## config.mk

```make
export PLATFORM = sky130hd
export DESIGN_NAME = cellcmd_rx
export DESIGN_NICKNAME = d
export VERILOG_FILES = /design/src/rtl/cellcmd_pkg.sv /design/src/rtl/cellcmd_framer.sv /design/src/rtl/cellcmd_crc.sv /design/src/rtl/cellcmd_stage.sv /design/src/rtl/cellcmd_reply.sv /design/src/rtl/cellcmd_rx.sv
export SDC_FILE = /design/constraint.sdc
export NUM_CORES = 1
export LEC_CHECK = 0
export BUFFER_PORTS_ARGS = -buffer_cell sky130_fd_sc_hd__buf_4
export CAP_MARGIN = 20
export CORE_ASPECT_RATIO = 1.1
export CORE_MARGIN = 10
export CORE_UTILIZATION = 37
export DETAILED_ROUTE_END_ITERATION = 6
export PLACE_DENSITY = 0.66
export REMOVE_ABC_BUFFERS = 1
export SETUP_SLACK_MARGIN = 0.3
export SLEW_MARGIN = 20
export SYNTH_ARGS = -nofsm -noshare
export SYNTH_HDL_FRONTEND = slang
export SYNTH_HIERARCHICAL = 1
export SYNTH_SLANG_ARGS = --single-unit
```

## constraint.sdc

```tcl
create_clock -name clk -period 2.45 [get_ports clk]
set_clock_uncertainty 0.05 [all_clocks]
set_input_delay 0.245 -clock clk [delete_from_list [all_inputs] [get_ports clk]]
set_output_delay 0.245 -clock clk [all_outputs]
set_load 0.05 [all_outputs]
```

## src/rtl/cellcmd_pkg.sv

```systemverilog
package cellcmd_pkg;

  localparam int BYTE_W = 8;
  localparam logic [BYTE_W-1:0] CRC_POLY = 8'h07;
  localparam logic [BYTE_W-1:0] CRC_SEED = 8'h00;

  typedef logic [BYTE_W-1:0] byte_t;

  typedef enum logic [1:0] {
    RPL_IDLE = 2'd0,
    RPL_ADDR = 2'd1,
    RPL_STAT = 2'd2
  } rpl_state_e;

  // One byte through an MSB-first CRC-8 register.
  function automatic byte_t crc8_next(input byte_t crc, input byte_t din);
    byte_t c;
    c = crc ^ din;
    for (int i = 0; i < BYTE_W; i++) begin
      c = c[BYTE_W-1] ? ((c << 1) ^ CRC_POLY) : (c << 1);
    end
    return c;
  endfunction

endpackage

```

## src/rtl/cellcmd_framer.sv

```systemverilog
module cellcmd_framer
  import cellcmd_pkg::*;
#(
  parameter int PKT_LEN = 6,
  parameter int GAP_W   = 16,
  localparam int IDX_W  = $clog2(PKT_LEN)
) (
  input  logic             clk,
  input  logic             rst_n,
  input  logic             in_valid,
  input  logic [GAP_W-1:0] gap_limit,
  output logic [IDX_W-1:0] pos_q,
  output logic             is_last
);

  localparam logic [IDX_W-1:0] LAST_IDX = IDX_W'(PKT_LEN - 1);

  logic [GAP_W-1:0] gap_q;

  always_ff @(posedge clk or negedge rst_n) begin
    if (!rst_n) begin
      pos_q <= '0;
      gap_q <= '0;
    end else if (in_valid) begin
      gap_q <= '0;
      pos_q <= (pos_q == LAST_IDX) ? '0 : pos_q + 1'b1;
    end else if (pos_q != '0) begin
      if (gap_q == gap_limit) begin
        pos_q <= '0;
        gap_q <= '0;
      end else begin
        gap_q <= gap_q + 1'b1;
      end
    end
  end

  assign is_last = in_valid && (pos_q == LAST_IDX);

  p_pos_range_r1: assert property (@(posedge clk) disable iff (!rst_n)
    pos_q <= LAST_IDX);

  p_wrap_r1: assert property (@(posedge clk) disable iff (!rst_n)
    is_last |=> (pos_q == '0));

  p_gap_drop_r7: assert property (@(posedge clk) disable iff (!rst_n)
    (!in_valid && pos_q != '0 && gap_q == gap_limit) |=> (pos_q == '0));

  p_idle_hold_r7: assert property (@(posedge clk) disable iff (!rst_n)
    (pos_q == '0 && !in_valid) |=> (pos_q == '0));

endmodule

```

## src/rtl/cellcmd_crc.sv

```systemverilog
module cellcmd_crc
  import cellcmd_pkg::*;
#(
  parameter int PKT_LEN = 6,
  localparam int IDX_W  = $clog2(PKT_LEN)
) (
  input  logic             clk,
  input  logic             rst_n,
  input  logic             in_valid,
  input  logic [IDX_W-1:0] pos,
  input  byte_t            din,
  output logic             crc_ok
);

  localparam logic [IDX_W-1:0] LAST_IDX = IDX_W'(PKT_LEN - 1);

  byte_t crc_q;

  always_ff @(posedge clk or negedge rst_n) begin
    if (!rst_n) begin
      crc_q <= CRC_SEED;
    end else if (in_valid && pos != LAST_IDX) begin
      crc_q <= crc8_next((pos == '0) ? CRC_SEED : crc_q, din);
    end
  end

  // Valid only while the CRC byte itself is on din.
  assign crc_ok = (crc_q == din);

endmodule

```

## src/rtl/cellcmd_stage.sv

```systemverilog
module cellcmd_stage
  import cellcmd_pkg::*;
#(
  parameter int CMP_W   = 16,
  localparam int CMP_BYTES = CMP_W / BYTE_W,
  localparam int PKT_LEN   = 2 + 2 * CMP_BYTES,
  localparam int IDX_W     = $clog2(PKT_LEN),
  localparam int STG_N     = 2 * CMP_BYTES
) (
  input  logic             clk,
  input  logic             rst_n,
  input  logic             in_valid,
  input  logic [IDX_W-1:0] pos,
  input  byte_t            din,
  input  logic             is_last,
  input  logic             crc_ok,
  input  byte_t            my_addr,
  output logic [CMP_W-1:0] cmp_a_q,
  output logic [CMP_W-1:0] cmp_b_q,
  output logic             sync_q
);

  byte_t            addr_q;
  byte_t            stg_q [STG_N];
  logic [CMP_W-1:0] cmp_a_stg;
  logic [CMP_W-1:0] cmp_b_stg;
  logic             pkt_good;

  always_ff @(posedge clk or negedge rst_n) begin
    if (!rst_n) begin
      addr_q <= '0;
      for (int i = 0; i < STG_N; i++) stg_q[i] <= '0;
    end else if (in_valid) begin
      if (pos == '0) addr_q <= din;
      for (int i = 0; i < STG_N; i++) begin
        if (pos == IDX_W'(i + 1)) stg_q[i] <= din;
      end
    end
  end

  // Big-endian assembly of each staged compare value.
  for (genvar g = 0; g < CMP_BYTES; g++) begin : g_asm
    assign cmp_a_stg[CMP_W-1-BYTE_W*g -: BYTE_W] = stg_q[g];
    assign cmp_b_stg[CMP_W-1-BYTE_W*g -: BYTE_W] = stg_q[CMP_BYTES+g];
  end

  assign pkt_good = is_last && crc_ok && (addr_q == my_addr);

  always_ff @(posedge clk or negedge rst_n) begin
    if (!rst_n) begin
      cmp_a_q <= '0;
      cmp_b_q <= '0;
      sync_q  <= 1'b0;
    end else begin
      sync_q <= pkt_good;
      if (pkt_good) begin
        cmp_a_q <= cmp_a_stg;
        cmp_b_q <= cmp_b_stg;
      end
    end
  end

  p_hold_unless_sync_r4: assert property (@(posedge clk) disable iff (!rst_n)
    !sync_q |-> ($stable(cmp_a_q) && $stable(cmp_b_q)));

  p_sync_single_r6: assert property (@(posedge clk) disable iff (!rst_n)
    sync_q |=> !sync_q);

  p_sync_after_last_r6: assert property (@(posedge clk) disable iff (!rst_n)
    !is_last |=> !sync_q);

endmodule

```

## src/rtl/cellcmd_reply.sv

```systemverilog
module cellcmd_reply
  import cellcmd_pkg::*;
(
  input  logic  clk,
  input  logic  rst_n,
  input  logic  req,
  input  byte_t my_addr,
  input  byte_t status,
  input  logic  rdy,
  output logic  valid,
  output byte_t data
);

  rpl_state_e st_q;
  byte_t      addr_q;
  byte_t      stat_q;

  always_ff @(posedge clk or negedge rst_n) begin
    if (!rst_n) begin
      st_q   <= RPL_IDLE;
      addr_q <= '0;
      stat_q <= '0;
    end else begin
      unique case (st_q)
        RPL_IDLE: if (req) begin
          st_q   <= RPL_ADDR;
          addr_q <= my_addr;
          stat_q <= status;
        end
        RPL_ADDR: if (rdy) st_q <= RPL_STAT;
        RPL_STAT: if (rdy) st_q <= RPL_IDLE;
        default:  st_q <= RPL_IDLE;
      endcase
    end
  end

  assign valid = (st_q != RPL_IDLE);
  assign data  = (st_q == RPL_STAT) ? stat_q : addr_q;

  p_rpl_hold_r8: assert property (@(posedge clk) disable iff (!rst_n)
    (valid && !rdy) |=> (valid && $stable(data)));

  p_rpl_second_r8: assert property (@(posedge clk) disable iff (!rst_n)
    (st_q == RPL_ADDR && rdy) |=> valid);

  p_rpl_busy_ignore_r9: assert property (@(posedge clk) disable iff (!rst_n)
    (st_q == RPL_STAT && rdy) |=> !valid);

endmodule

```

## src/rtl/cellcmd_rx.sv

```systemverilog
module cellcmd_rx
  import cellcmd_pkg::*;
#(
  parameter int CMP_W = 16,
  parameter int GAP_W = 16
) (
  input  logic             clk,
  input  logic             rst_n,
  input  logic [7:0]       my_addr,
  input  logic [GAP_W-1:0] gap_limit,
  input  logic             in_valid,
  output logic             in_ready,
  input  logic [7:0]       in_data,
  output logic [CMP_W-1:0] cmp_a,
  output logic [CMP_W-1:0] cmp_b,
  output logic             sync_pulse,
  input  logic             rpl_req,
  input  logic [7:0]       dc_status,
  output logic             rpl_valid,
  input  logic             rpl_ready,
  output logic [7:0]       rpl_data
);

  localparam int PKT_LEN = 2 + 2 * (CMP_W / BYTE_W);
  localparam int IDX_W   = $clog2(PKT_LEN);

  logic [IDX_W-1:0] pos;
  logic             is_last;
  logic             crc_ok;

  // A serial receiver cannot be stalled.
  assign in_ready = 1'b1;

  cellcmd_framer #(.PKT_LEN(PKT_LEN), .GAP_W(GAP_W)) u_framer (
    .clk(clk), .rst_n(rst_n), .in_valid(in_valid), .gap_limit(gap_limit),
    .pos_q(pos), .is_last(is_last)
  );

  cellcmd_crc #(.PKT_LEN(PKT_LEN)) u_crc (
    .clk(clk), .rst_n(rst_n), .in_valid(in_valid), .pos(pos),
    .din(in_data), .crc_ok(crc_ok)
  );

  cellcmd_stage #(.CMP_W(CMP_W)) u_stage (
    .clk(clk), .rst_n(rst_n), .in_valid(in_valid), .pos(pos), .din(in_data),
    .is_last(is_last), .crc_ok(crc_ok), .my_addr(my_addr),
    .cmp_a_q(cmp_a), .cmp_b_q(cmp_b), .sync_q(sync_pulse)
  );

  cellcmd_reply u_reply (
    .clk(clk), .rst_n(rst_n), .req(rpl_req), .my_addr(my_addr),
    .status(dc_status), .rdy(rpl_ready), .valid(rpl_valid), .data(rpl_data)
  );

  p_sync_moves_cmp_r5: assert property (@(posedge clk) disable iff (!rst_n)
    $changed(cmp_a) |-> sync_pulse);

endmodule

```

==> impl_metrics.toml <==
[run_status]
outcome = "finished clean"

[global_routing]
grt_overflow = 0
grt_pass1_wl_um = 21400
grt_max_degree = 50
grt_use_total_pct = 12.4
grt_pass1_vias = 4120
grt_antenna_before_repair = 0

[yosys]
netlist_top_cells_count = "118 x dfrtp_1, 67 x mux2_2, 35 x xor2_1, 30 x mux2_4, 25 x nor2_1"
yosys_warnings = 6
synth.cell_area_um2 = 5860
yosysTopAreaCellShare_pct = 50.4
yosysTopAreaCell = "dfrtp_1"
syn_avg_cell_area_um2 = 13.2
yosys.cell_types.count = 56
synthFlopType = "dfrtp_1"
synthArstFlopShare_pct = 100
ys_ff_latch = 118
synth_edf_count = 0
synth_seq_area_share_pct = 50.4
syn_inst = 445
synthTopCellsByArea = "dfrtp_1 50%, mux2_2 13%, mux2_4 7.7%, xor2_1 5.2%, xnor2_1 3.0%"
yosysMostFrequentCell = "dfrtp_1"

[pwr]
pwr_density_cell_nw_per_um2 = 1130
peakVddDrop_mv = 0.456
finalPower_mw = 8.34
p_leak_nw = 3.48

[route]
remaining_drc_errors = 0
drt_first_pass_iters = 4
avgViaCountPerCell = 4.98
wire_per_inst_um = 17.0
drt.antenna.violating_nets = 0
wirelength_um = 12900
dr.first_iter.drc_count = 149
num_vias = 3772

[cells_and_area]
nFillCells = 1402
syn2layout_area_growth_pct = 25.8
fin_util_pct = 47.2
drive_above_1_share_pct = 44.3
antenna_cells = 0
layout.nets = 592
finalNonFillerCells = 758

[place]
io_buffers = 86
pre_cts_ws_ps = 389
dp_hpwl_um = 9220
place.gp.congestion = 0.798
dp.cells = 725

[worst_setup_path]
critPathMaxFanout = 9
path_class = "reg2out"
path_cells = "nor2b_1 > buf_4 > mux2_2 > buf_4"
critPathTopFamily = "flip-flops"
start_kind = "flip-flop"
crit_buf_inv = 2
crit_top_cell = "buf_4"
worstPathRequired_ps = 2150
critPathArrivalTime_ps = 1750
slowest_delay_ps = 450
critPathSlowestCell = "dfrtp_1"
crit_path_end_kind = "output pin"

[sta]
final_hold_viol_count = 0
relSlewSlack_pct = 53.8
worst_pin_slew_ps = 689
fin_crit_sh_pct = 83.6
fin_crit_ps = 2050
totalNegativeSetupSlack_ps = 0
fmax_mhz = 488
fin_ws_ps = 403
setup_viol = 0
maxSlewViolCount = 0
grt_setup_unrepaired = "false"

[clock_tree]
cts_setup_buffers = 0
clock_sinks = 118
ctsLongestPathBuffers = 2
htreeDepth = 4
root_buffer = "clkbuf_16"
cts_buffers = 17
cts_tree = "built"
path_clk_slew_ps = 50
clk_latency_ps = 410

[floorplanning]
fp.dieW_um = 140
std_cell_rows = 48
initial_utilization_pct = 37.5
die_area_um2 = 21300
io_pins = 88
core_um2 = 15600
die_h_um = 152

[hold_path]
min_path_type = "in2reg"

[run]
cap_violations = 0
[layout by cell type, fill, tap and decap left out, types with 8 or more instances in the layout]
cell type / count
nand3_1: 11
o21ai_0: 8
xnor2_1: 20
dfrtp_1: 118
a21oi_1: 9
mux2_2: 67
buf_4: 96
nor2_1: 25
xor2_1: 35
clkbuf_16: 17
nand2_1: 19
mux2_4: 30
[state kept, by name (all words and copies together) (netlist names)]
register and cells:
u_reply/st_q 2, u_stage/cmp_a_stg 16, u_reply/stat_q 8, u_stage/cmp_a_q 16
u_stage/cmp_b_stg 16, u_reply/addr_q 8, u_framer/pos_q 3, u_stage/addr_q 8
u_crc/crc_q 8, u_framer/gap_q 16, u_stage/sync_q 1, u_stage/cmp_b_q 16
[area by class of cell]
cell class / instances / area (µm²) / share of cell area, %
inverters: 7 / 26.3 / 0.356
clock buffers: 18 / 439 / 5.96
flip-flops and latches: 118 / 2950 / 40.1
clock inverters: 13 / 173 / 2.34
repair buffers: 100 / 772 / 10.5
well taps: 200 / 250 / 3.39
multi-input cells: 302 / 2760 / 37.4
[path summary, 6_finish.rpt]
check	startpoint	endpoint	slack (ps)	depth (start not counted)
setup / recovery	u_reply/st_q[1]$_DFFE_PN0P_	rpl_data[2]	400	4
hold / removal	dc_status[1]	u_reply/stat_q[1]$_DFFE_PN0P_	20	2
setup reg to reg	u_framer/pos_q[1]$_DFFE_PN0P_	u_crc/crc_q[6]$_DFFE_PN0P_	450	6
hold reg to reg	u_reply/addr_q[3]$_DFFE_PN0P_	u_reply/addr_q[3]$_DFFE_PN0P_	450	1
max in group asynchronous	rst_n	u_framer/pos_q[1]$_DFFE_PN0P_	1250	3
min in group asynchronous	rst_n	u_stage/cmp_b_stg[10]$_DFFE_PN0P_	350	2
[cells by family after synthesis]
kind of cell	Yosys count	share of synthesized area (%)
flip-flops	118	50.4
AND/OR/NAND/NOR	100	9.99
multiplexers	99	20.9
XOR/XNOR	63	11.4
AO/OA/AOI/OAI	38	4.50
buffers and inverters	25	2.56
adder cells (fa/ha/maj)	1	0.213
other	1	0.0640
[metrics by stage]
step	hold slack (ps)	area [µm²]
floorplan	-101	5740
global placement	270	6740
detailed placement	272	6740
CTS	0.0925	7370
global route	2.95	7370
finish	20.5	7370
[where the power goes]
group	total [mW]	internal, mW	switching (mW)
Combinational	2.78	1.39	1.39
Sequential	3.02	2.55	0.473
Clock	2.54	1.63	0.908
[layer usage]
layer	vias to the layer above	part of all wire, %	GRT usage, %
met5	-	0	0
met1	1898	42	14.6
met4	0	1.3	4.13
li1	1765	-	-
met2	92	52	20.9
met3	17	4.0	3.93
[what timing repair did]
action | CTS | global route
endpoints found under the setup margin | 0 | 1
gates resized for setup | 0 | 1
hold buffers | 2 | 0
hold endpoints to repair | 47 | 0
No activity file was read; power rests on OpenSTA's default activity.
